[config.mk]
export PLATFORM = sky130hd
export DESIGN_NAME = luh_unit
export DESIGN_NICKNAME = d
export VERILOG_FILES = /design/src/rtl/luh_pkg.sv /design/src/rtl/luh_src_match.sv /design/src/rtl/luh_stall_ctrl.sv /design/src/rtl/luh_unit.sv
export SDC_FILE = /design/constraint.sdc
export NUM_CORES = 1
export LEC_CHECK = 0
export BUFFER_PORTS_ARGS = -buffer_cell sky130_fd_sc_hd__buf_2
export CAP_MARGIN = 20
export CORE_AREA = 5 5 42 44
export DETAILED_ROUTE_END_ITERATION = 8
export DIE_AREA = 0 0 47 49
export PLACE_DENSITY = 0.34
export SLEW_MARGIN = 20
export SYNTH_ARGS = -nofsm -noshare
export SYNTH_HDL_FRONTEND = slang
export SYNTH_HIERARCHICAL = 1
export SYNTH_SLANG_ARGS = --single-unit
[constraint.sdc]
create_clock -name vclk -period 2.4
set_input_delay 0.24 -clock vclk [all_inputs]
set_output_delay 0.24 -clock vclk [all_outputs]
set_load 0.01 [all_outputs]
[src/rtl/luh_pkg.sv]
// Shared types for the load-use stall detector.
// Assumes the register index width is set by the parameter REG_AW of the top module.
package luh_pkg;
    // Front-end control produced by the stall detector
    typedef struct packed {
        logic pc_we;
        logic fetch_we;
        logic bubble;
    } front_ctl_t;

    // Default number of decode-stage source fields compared
    localparam int SRC_CNT_DEF = 2;
endpackage

[src/rtl/luh_src_match.sv]
// Compares one producer register index against a set of consumer indices.
// Assumes index 0 is the hard-wired zero register, so it never matches.
module luh_src_match #(
    parameter int AW   = 5,
    parameter int NSRC = 2
) (
    input  logic                    valid_i,
    input  logic [AW-1:0]           dst_i,
    input  logic [NSRC-1:0][AW-1:0] src_i,
    output logic                    hit_o
);
    logic [NSRC-1:0] eq;
    logic            dst_live;

    // Per-source equality against the producer index
    for (genvar g = 0; g < NSRC; g++) begin : g_cmp
        assign eq[g] = (src_i[g] == dst_i);
    end

    // A producer index of zero carries no real value
    always_comb dst_live = |dst_i;

    // Any live match with a valid producer raises the hit
    always_comb hit_o = valid_i && dst_live && (|eq);
endmodule

[src/rtl/luh_stall_ctrl.sv]
// Turns a hazard hit into the front-end enables and bubble select.
// Assumes a single stall cycle resolves the hazard.
module luh_stall_ctrl
    import luh_pkg::*;
(
    input  logic       hit_i,
    output front_ctl_t ctl_o
);
    // Freeze PC and fetch/decode, insert bubble, while a hit is present
    always_comb begin
        ctl_o.pc_we    = !hit_i;
        ctl_o.fetch_we = !hit_i;
        ctl_o.bubble   = hit_i;
    end
endmodule

[src/rtl/luh_unit.sv]
// Load-use stall detector for an in-order five-stage pipeline.
// Assumes forwarding covers every other data dependence; clk and rst_n
// only time the embedded properties.
module luh_unit
    import luh_pkg::*;
#(
    parameter int REG_AW = 5
) (
    input  logic              clk,
    input  logic              rst_n,
    input  logic              ex_is_load_i,
    input  logic [REG_AW-1:0] ex_load_dst_i,
    input  logic [REG_AW-1:0] id_rs_i,
    input  logic [REG_AW-1:0] id_rt_i,
    output logic              pc_we_o,
    output logic              ifid_we_o,
    output logic              bubble_o
);
    localparam int NSRC = SRC_CNT_DEF;

    logic [NSRC-1:0][REG_AW-1:0] srcs;
    logic                        hit;
    front_ctl_t                  ctl;

    // Gather the decode source fields
    always_comb begin
        srcs[0] = id_rs_i;
        srcs[1] = id_rt_i;
    end

    luh_src_match #(.AW(REG_AW), .NSRC(NSRC)) u_match (
        .valid_i (ex_is_load_i),
        .dst_i   (ex_load_dst_i),
        .src_i   (srcs),
        .hit_o   (hit)
    );

    luh_stall_ctrl u_ctrl (
        .hit_i (hit),
        .ctl_o (ctl)
    );

    // Drive the ports from the controller
    always_comb begin
        pc_we_o   = ctl.pc_we;
        ifid_we_o = ctl.fetch_we;
        bubble_o  = ctl.bubble;
    end

    p_stall_rs_r1: assert property (@(posedge clk) disable iff (!rst_n)
        (ex_is_load_i && ex_load_dst_i != '0 && ex_load_dst_i == id_rs_i) |-> bubble_o);
    p_stall_rt_r2: assert property (@(posedge clk) disable iff (!rst_n)
        (ex_is_load_i && ex_load_dst_i != '0 && ex_load_dst_i == id_rt_i) |-> bubble_o);
    p_no_load_r3: assert property (@(posedge clk) disable iff (!rst_n)
        !ex_is_load_i |-> (pc_we_o && ifid_we_o && !bubble_o));
    p_zero_dst_r4: assert property (@(posedge clk) disable iff (!rst_n)
        (ex_load_dst_i == '0) |-> !bubble_o);
    p_pc_hold_r5: assert property (@(posedge clk) disable iff (!rst_n)
        bubble_o |-> !pc_we_o);
    p_ifid_hold_r6: assert property (@(posedge clk) disable iff (!rst_n)
        bubble_o |-> !ifid_we_o);
    p_bubble_cause_r7: assert property (@(posedge clk) disable iff (!rst_n)
        bubble_o |-> (ex_is_load_i && (ex_load_dst_i == id_rs_i || ex_load_dst_i == id_rt_i)));
    p_enables_one_r7: assert property (@(posedge clk) disable iff (!rst_n)
        !bubble_o |-> (pc_we_o && ifid_we_o));
endmodule

==> metrics <==
Worst IR Drop VDD=0.0432 mV; Hold Vio Cnt, Final=0; Final ANT Viol Nets=0; buffers plus inverters on the worst setup path=3; Post-Syn Area=roughly 140 µm²; FF+latch area=0 µm²; total wire length=465 µm; # rows=14; commonest cells in the netlist=6 x xor2_1, 4 x xnor2_1, 2 x buf_4, 2 x nand3_1, 2 x nor3_1; routed vias=183; Post-Place Worst Slack=0.881 ns; Worst Slack Setup Final=0.888 ns; path type of the worst min-delay path=in -> out; CP cell instances=buf_2 -> or4_1 -> o21ai_1 -> a21oi_1 -> inv_1 -> buf_2; Crit. End Element=output port; design area=244 µm²; top cell type's share of synthesized area=36.5%; CLK BUF=0; FMAX=662 MHz; Worst setup SP type=input port; grt ovf=0; DRC Markers=0; sequential cell count=0; period utilisation layout=a little over three fifths; Req. time, crit path=2.16 ns; Worst slew margin=86.2%; Worst Path Max Fanout=3; area leader, netlist=xor2_1; max cap viols=0; dpl cell area=approximately 240 µm²; top-count cell post-synth=xor2_1; Post-CTS Setup Inserts=0; Leak=0.000114 µW; I/O Buffers=19; Syn Inst Count=20; # diodes=0; first-pass GRT wire length=around 730 µm; initial antenna violation count=0; Post-CTS Resized=0; Synth warnings=6; gpl congestion=0.633; Post-Layout Cell Count=53; vias in the first global route=between 150 and 200; Slew Viols, Final=0; Area Growth Syn to Fin=69.6%; Final Net Count=57; actual slew at the worst max-slew pin=0.205 ns; initial core utilization=10.3%; slowest cell delay on critical path=0.53 ns; Final Util=17.4%; DP Wirelength=432 µm; Crit Path Class=in -> out; io pins=21; crit path DAT=1.27 ns; die height=49 µm; global-route total usage across every layer=3.86%; post-synth cell types=9; cts-stage hold buffer count=0; minimum clock period=around 1.5 ns; Pwr Density=153 nW/µm²; Crit path max-delay family=simple AND/OR/NAND/NOR gates; post-synthesis sequential area ratio=0%; final setup TNS=0 ns; largest net degree at the start of global routing=4; share of layout cells above drive strength 1=51.4%; Syn Nets=38; crit-path most repeated cell=buf_2; slowest CP cell=or4_1; Detailed Routing Iterations Pass 1=2; Synth area leaders=xor2_1 37%, xnor2_1 24%, buf_4 10%, nand3_1 7.0%, nor3_1 7.0%; outcome=finished, final reports clean; Iteration-0 DRC Markers=3; Placed Cells=53; unrepaired setup endpoints after global routing=false; Syn Area/Cell=7.19 µm²; Die Footprint=2300 µm²; Placeable Area=1400 µm²; via/cell ratio=3.45; width of the die=47 µm; Final setup viols=0; Fill cells=164; routed len/inst=8.77 µm
==> tightest hold or removal path: cells and delay by family <==
kind / cells / cell delay (ns)
AOI/OAI and AO/OA: 2 / 0.12
buffers and inverters: 2 / 0.24
==> worst paths after layout <==
check | start | end | slack (ns) | depth (start not counted)
worst max-delay path | ex_load_dst_i[0] | pc_we_o | 0.89 | 6
worst min-delay path | ex_is_load_i | bubble_o | 0.83 | 4
==> per-stage QoR <==
step | power [µW] | hold WS [ns]
global route | 41.4 | 0.911
global placement | 38.0 | 0.841
floorplan | 18.1 | 0.679
detailed placement | 37.6 | 0.833
finish | 37.4 | 0.833
CTS | 37.8 | 0.834
==> kinds of logic after synthesis <==
group | synth area share, %
XOR/XNOR | 60.9
AND/OR/NAND/NOR | 19.1
buffers and inverters | 13.0
AO/OA/AOI/OAI | 6.95
==> final cells by class <==
| type | instances | area (µm²) | area share [%] |
|---|---|---|---|
| repair buffers | 19 | 95.1 | 39.0 |
| well taps | 16 | 20.0 | 8.21 |
| inverters | 1 | 3.75 | 1.54 |
| multi-input cells | 17 | 125 | 51.3 |
==> per-layer routing <==
layer / GRT usage (%) / share of wire (%)
met5: 0 / 0
met1: 7.39 / 54
met3: 0.738 / 24
met2: 4.30 / 22
met4: 0 / 0
==> cells in the final DEF (no fill, tap or decap), drive strengths merged <==
master  netlist  final
buf           2     19
xor2          6      6
xnor2         4      4
nor3          2      2
nand3         2      2
inv           1      1
or4           1      1
o21ai         1      1
a21oi         1      1
==> power breakdown <==
part / leakage, µW / total [µW] / internal [µW] / switching, µW
Clock: 0 / 0 / 0 / 0
Sequential: 0 / 0 / 0 / 0
Combinational: 0.000114 / 37.4 / 20.7 / 16.8
Total: 0.000114 / 37.4 / 20.7 / 16.8
Note: power is estimated with default switching activity, not from simulation.
